===== src/rtl/pci_cfg_target.sv =====
module pci_cfg_target #(
  parameter int REG_WORDS   = 64,
  parameter int STATUS_WORD = 1,
  parameter int FB2B_BIT    = 23,
  parameter logic [3:0] CMD_RD = 4'b1010,
  parameter logic [3:0] CMD_WR = 4'b1011
) (
  input  logic        clk,
  input  logic        rst_n,
  input  logic        boot_busy,
  input  logic        frame_n,
  input  logic        irdy_n,
  input  logic        idsel,
  input  logic [3:0]  cbe_n,
  input  logic [31:0] ad_in,
  output logic [31:0] ad_out,
  output logic        ad_oe,
  output logic        devsel_n,
  output logic        trdy_n,
  output logic        stop_n,
  output logic        ctl_oe
);
  localparam int IDX_W = $clog2(REG_WORDS);

  typedef enum logic [2:0] {S_IDLE, S_WAIT, S_CLAIM, S_XFER, S_HOLD, S_TURN} st_t;

  st_t              st;
  logic             frame_q, wr_q, retry_q, stop_q;
  logic [IDX_W-1:0] idx_q;
  logic [31:0]      mem [REG_WORDS];

  wire addr_phase = !frame_n && frame_q;
  wire cmd_cfg    = (cbe_n == CMD_RD) || (cbe_n == CMD_WR);
  wire hit        = addr_phase && idsel && (ad_in[1:0] == 2'b00) && cmd_cfg;
  wire done       = (st == S_XFER) && !irdy_n;

  always_ff @(posedge clk or negedge rst_n) begin
    if (!rst_n) begin
      st      <= S_IDLE;
      frame_q <= 1'b1;
      wr_q    <= 1'b0;
      retry_q <= 1'b0;
      stop_q  <= 1'b0;
      idx_q   <= '0;
    end else begin
      frame_q <= frame_n;
      case (st)
        S_IDLE, S_TURN: begin
          if (hit) begin
            st      <= S_WAIT;
            idx_q   <= ad_in[IDX_W+1:2];
            wr_q    <= (cbe_n == CMD_WR);
            retry_q <= boot_busy;
          end else begin
            st <= S_IDLE;
          end
          stop_q <= 1'b0;
        end
        S_WAIT: st <= S_CLAIM;
        S_CLAIM: begin
          if (retry_q) begin
            st     <= S_HOLD;
            stop_q <= 1'b1;
          end else begin
            st     <= S_XFER;
            stop_q <= !frame_n;
          end
        end
        S_XFER: begin
          stop_q <= !frame_n;
          if (!irdy_n) st <= frame_n ? S_TURN : S_HOLD;
        end
        S_HOLD: begin
          if (frame_n) begin
            st     <= S_TURN;
            stop_q <= 1'b0;
          end
        end
        default: st <= S_IDLE;
      endcase
    end
  end

  always_ff @(posedge clk or negedge rst_n) begin
    if (!rst_n) begin
      for (int i = 0; i < REG_WORDS; i++) mem[i] <= '0;
    end else if (done && wr_q) begin
      for (int b = 0; b < 4; b++)
        if (!cbe_n[b]) mem[idx_q][8*b +: 8] <= ad_in[8*b +: 8];
    end
  end

  wire [31:0] fixed_ones = (idx_q == IDX_W'(STATUS_WORD)) ? (32'd1 << FB2B_BIT) : 32'd0;

  assign ad_out   = mem[idx_q] | fixed_ones;
  assign devsel_n = !(st == S_CLAIM || st == S_XFER || st == S_HOLD);
  assign trdy_n   = !(st == S_XFER);
  assign stop_n   = !((st == S_XFER || st == S_HOLD) && stop_q);
  assign ctl_oe   = (st == S_CLAIM) || (st == S_XFER) || (st == S_HOLD) || (st == S_TURN);
  assign ad_oe    = !wr_q && !retry_q && (st == S_CLAIM || st == S_XFER);
endmodule



===== config.mk =====
export PLATFORM = sky130hd
export DESIGN_NAME = pci_cfg_target
export DESIGN_NICKNAME = d
export VERILOG_FILES = /design/src/rtl/pci_cfg_target.sv
export SDC_FILE = /design/constraint.sdc
export NUM_CORES = 2
export LEC_CHECK = 0
export BUFFER_PORTS_ARGS = -buffer_cell sky130_fd_sc_hd__buf_4
export CAP_MARGIN = 20
export CORE_ASPECT_RATIO = 1.2
export CORE_MARGIN = 3
export CORE_UTILIZATION = 50
export DETAILED_ROUTE_END_ITERATION = 12
export HOLD_SLACK_MARGIN = 0.15
export PLACE_DENSITY = 0.65
export SYNTH_ARGS = -nofsm -noshare
export SYNTH_HDL_FRONTEND = slang
export SYNTH_SLANG_ARGS = --single-unit

===== constraint.sdc =====
create_clock -name clk -period 2.7 [get_ports clk]
set_input_delay 0 -clock clk [delete_from_list [all_inputs] [get_ports clk]]
set_output_delay 0 -clock clk [all_outputs]
set_load 0.05 [all_outputs]

# Yosys cells after proc, flatten, opt, wreduce, memory -nomap -nowiden
# Index checks and enable logic that the tools add are counted.
op_classes:
  n_lt_le_gt_ge: 2
  eq_ne: 10
  mux: 32
  n_bitwise: 2
  reduce_logical: 29
ops:
  columns: ["op", "n"]
  rows:
  - ["2048-bit two-way mux", 7]
  - ["2048-bit bitwise mux", 4]
  - ["32-bit demux with 6-bit select", 4]
  - ["32-bit binary-select mux with 6-bit select", 1]
  - ["32-bit two-way mux", 3]
  - ["24-bit two-way mux", 2]
  - ["32-bit by 24-bit OR with 32-bit output", 1]
  - ["16-bit two-way mux", 1]
  - ["3-bit case mux with 5 select lines", 1]
  - ["1-bit logical AND", 10]
  - ["3-bit two-way mux", 3]
  - ["4-bit equality test, second input constant", 2]
  - ["8-bit two-way mux", 1]
  - ["7-bit >= comparator, second input constant", 1]
  - ["1-bit logical NOT", 7]
  - ["7-bit by 1-bit < comparator with 1-bit output, second input constant", 1]
  - ["6-bit NOT with 7-bit output", 1]
  - ["3-bit by 2-bit equality test with 1-bit output, second input constant", 2]
  - ["3-bit equality test, second input constant", 2]
  - ["6-bit by 1-bit equality test with 1-bit output, second input constant", 1]
  - ["2-bit AND reduction", 3]
  - ["1-bit logical OR", 5]
  - ["1-bit two-way mux", 4]
  - ["2-bit inequality test, second input constant", 2]
  - ["other kinds (6)", 6]
totals:
  reg_bits: 2061
  input_bits: 42
  wordCells: 145

# Depth between registers and ports, before layout
logic_depth:
  ltp_word: 16
  mapped_depth: 12
  depth_no_buf: 6

# Least setup slack after synthesis
# Ideal clock, no wire load.
synth_path:
  path_type: "reg2out"
  from: "reg idx_q[1]"
  to: "out ad_out[15]"
  t_arrival_ps: 2469
  required_ps: 2700
  setup_slack_ps: 231
  stages_incl_launch_ff: 11
  path_buffers: 4
  path_cell_list: "dfrtp_1 -> buf_6 -> buf_6 -> buf_6 -> buf_2 -> mux2i_1 -> o22ai_1 -> a221oi_1 -> a21oi_1 -> a2111oi_0 -> nand4_1"
synth_via:
  elab_chain_cells: 5
synth_lines:
  columns: ["item", "line_no", "text"]
  rows:
  - ["start: declaration", "29", "logic [IDX_W-1:0] idx_q;"]
  - ["start signal: assignment", "51", "idx_q <= ad_in[IDX_W+1:2];"]
  - ["6-bit NOT with 7-bit output (not written as such)", "95", "assign ad_out = mem[idx_q] | fixed_ones;"]
  - ["32-bit binary-select mux with 6-bit select", "95", null]
  - ["32-bit two-way mux (not written as such) (2 in series)", "95", null]
  - ["32-bit by 24-bit OR with 32-bit output", "95", null]
  - ["end: declaration", "16", "output logic [31:0] ad_out,"]
# No other way between the ends. The select of a mux whose other input is x is not followed.

# Worst setup path after layout
layout_path:
  from: "reg idx_q[1]"
  to: "out ad_out[11]"
# The elaborated chain is that of the path after synthesis.

==> flow_summary.json <==
{
  "status": "finished, violations left",
  "violations": "negative setup slack",
  "grt_pass1_vias": 67000,
  "clock-sinks": 2060,
  "power_leakage_nw": 57.1,
  "r2r_start": "idx_q[1]$_DFFE_PN0P_",
  "fmax_mhz": 266,
  "maxCapViolations": 0,
  "cts_max_path_buffers": 3,
  "die-area_um2": 195000,
  "slew_headroom_pct": 34.2,
  "fin_crit_sh_pct": 139,
  "drt_iter0_drc": 5852,
  "final-setup-viol-count": 504,
  "setup_ws_ns": -1.05,
  "yosys-top-cells-count": "2064 x mux2_2, 2059 x dfrtp_1, 361 x mux2i_1",
  "coreArea_um2": 188000,
  "grt_pass1_wl_um": 479000,
  "synth_top_area_cell": "dfrtp_1",
  "crit_arrival_ns": 3.75,
  "crit_family": "buffers and inverters",
  "die_height_um": 483,
  "dr_total_vias": 65800,
  "place_area_um2": 104000,
  "start_util_pct": 50.5,
  "avgRoutedWirePerCell_um": 32.9,
  "hold_path_class": "primary input to flip-flop",
  "cts.reportedPaths.clkPinSlew_ns": 0.07,
  "path_cells": "buf_12 -> buf_16 -> buf_16 -> buf_4 -> buf_4 -> a221o_1 -> a222oi_1 -> o211a_1 -> nand4_1 -> buf_4 -> buf_6",
  "fillers": 14100,
  "overflow": 0,
  "syn-num-nets": 6871,
  "cts_htree_levels": 4,
  "ys_seq_area_share_pct": 54.4,
  "yosysMostFrequentCell": "mux2_2",
  "ys_seq_elements": 2060,
  "drc_errors": 0,
  "cts-root-buf": "clkbuf_16",
  "grt_max_degree": 161,
  "crit_buf_inv": 7,
  "grt_antenna_before_repair": 4,
  "yosys_warnings": 0,
  "endpoint": "ad_out[11]",
  "rr_worst_depth": 14,
  "hold_viol": 0,
  "placed_cells": 9569,
  "async_flop_share_pct": 100,
  "tritoncts": "yes",
  "place_congestion": 0.975,
  "yosys.area.top_type_share_pct": 54.3,
  "grt_usage_pct": 33.7,
  "slowest_stage": "dfrtp_4",
  "instances_no_fill": 10200,
  "worst-r2r-setup-slack_ns": -0.16,
  "syn_avg_cell_area_um2": 13.9,
  "io_pins": 79,
  "start_kind": "flip-flop",
  "startpoint": "idx_q[1]$_DFFE_PN0P_",
  "synth_edf_count": 0,
  "cp-end-kind": "output pin",
  "peakVddDrop_v": 0.000717,
  "rows": 174,
  "clock_skew_ns": 0.0335,
  "io_buffers": 78,
  "netlist-cell-type-count": 73,
  "dr.pass1.iters": 8,
  "powerDensity_nw_per_um2": 603,
  "cts_buffers": 206,
  "drt_wl_total_um": 335000,
  "syn2layout_area_growth_pct": 23.3,
  "path_common_cell": "buf_4",
  "grt_setup_unrepaired": "yes",
  "setup_tns_ns": -54.01,
  "tightest_slew_ns": 0.988,
  "clk_latency_ns": 0.88,
  "syn-cell-area_um2": 94800,
  "drive_gt1_share_pct": 53.6,
  "drv_slew": 0,
  "synthCells": 6827,
  "dieWidth_um": 404,
  "worstSetupPathType": "flip-flop to output pin",
  "fin_crit_ns": 3.75,
  "slowest_delay_ns": 0.53,
  "crit_cells": 11,
  "power.total_mw": 70.5,
  "r2r-end": "mem[200]$_DFFE_PN0P_",
  "ant_nets": 0,
  "final_cell_area_um2": 117000,
  "cp_max_fo": 8,
  "dp_hpwl_um": 219000,
  "final_nets": 7593,
  "synth_area_leaders": "dfrtp_1 54%, mux2_2 25%, mux2i_1 3.8%",
  "vias_per_cell": 6.46,
  "synth_ff_type": "dfrtp_1",
  "required_ns": 2.70
}
==> sequential cells by signal, indices dropped and copies added, names as in the netlist <==
signal,count
stop_q,1
frame_q,1
retry_q,1
idx_q,6
st,3
wr_q,1
mem,2047
==> where the power goes <==
| part | leakage [nW] | switching, mW | internal [mW] |
|---|---|---|---|
| Sequential | 28.8 | 0.0579 | 30.9 |
| Combinational | 24.8 | 6.06 | 3.52 |
| Clock | 3.48 | 12.7 | 17.2 |
| Total | 57.1 | 18.8 | 51.7 |
==> worst min path at each step <==
stage,to,slack [ns],cells after the start,startpoint
after detailed placement,mem[876]$_DFFE_PN0P_,-0.1,1,rst_n
after global routing,stop_q$_DFFE_PN0P_,0.26,6,frame_n
after global placement,mem[876]$_DFFE_PN0P_,-0.1,1,rst_n
after CTS,stop_q$_DFFE_PN0P_,0.16,6,frame_n
final,stop_q$_DFFE_PN0P_,0.20,6,frame_n
after floorplan,idx_q[0]$_DFFE_PN0P_,-0.30,0,rst_n
==> stage by stage <==
stage / setup WS, ns / util (%) / hold WS, ns
floorplan: 0.231 / - / -0.296
global placement: -0.981 / 55.2 / -0.0986
detailed placement: -0.519 / 55.2 / -0.0996
CTS: -1.10 / 61.0 / 0.161
global route: -1.12 / 62.2 / 0.259
finish: -1.05 / 62.2 / 0.202
==> final cells by class <==
type / instances / area, um2 / area share [%]
Sequential cell: 2060 / 51600 / 44.1
Multi-Input combinational cell: 4225 / 43100 / 36.9
Timing Repair Buffer: 1048 / 11900 / 10.2
Clock buffer: 309 / 6140 / 5.26
Tap cell: 2464 / 3080 / 2.64
Clock inverter: 70 / 942 / 0.806
Inverter: 7 / 65.1 / 0.0557
Timing Repair inverter: 1 / 11.3 / 0.00963
Antenna cell: 3 / 7.51 / 0.00642
==> worst register-to-register path, cell delays in order, from the launching register on <==
cell and delay, ns:
dfrtp_4 0.53, buf_12 0.17, clkbuf_16 0.16, and2b_4 0.33, buf_12 0.17, buf_8 0.13, buf_4 0.11, buf_6 0.09
nand2_4 0.05, buf_8 0.14, nor2_4 0.15, buf_4 0.16, nand2_2 0.07, buf_12 0.18, mux2_2 0.28
==> per-layer routing <==
metal  wire length [um]  vias to the layer above  global-route usage (%)
met3              26000                      942                    7.07
li1                   -                    26800                       -
met1             132000                    35100                    44.0
met5                 13                        -                       0
met4              23600                        2                    19.8
met2             153000                     2859                    52.0
==> repair_timing <==
item | in CTS | in global routing
hold buffers | 51 | 0
hold endpoints to repair | 4120 | 0
cloned | 14 | 9
setup buffers | 89 | 95
endpoints found under the setup margin | 915 | 940
pin swaps | 102 | 144
resized for setup | 485 | 370
==> cells by family after synthesis <==
kind of cell,Yosys count,share of synthesized area [%]
compound gates,934,6.85
xor+xnor,1,0.00924
fa+ha+maj,2,0.0264
buf+inv,543,2.91
flops,2060,54.4
mux,2641,32.3
simple gates,646,3.59
==> cells in the final DEF, fill, tap and decap left out, types with 95 or more instances in the layout <==
master	count
mux2_2	2059
dfrtp_1	2056
buf_4	606
mux2i_1	336
clkbuf_16	215
buf_12	208
nand2_2	175
a22oi_1	141
nand2_1	122
a21oi_1	114
mux4_2	114
buf_6	103
o21ai_0	96
mux2_1	95
Note: power is estimated with default switching activity, not from simulation.
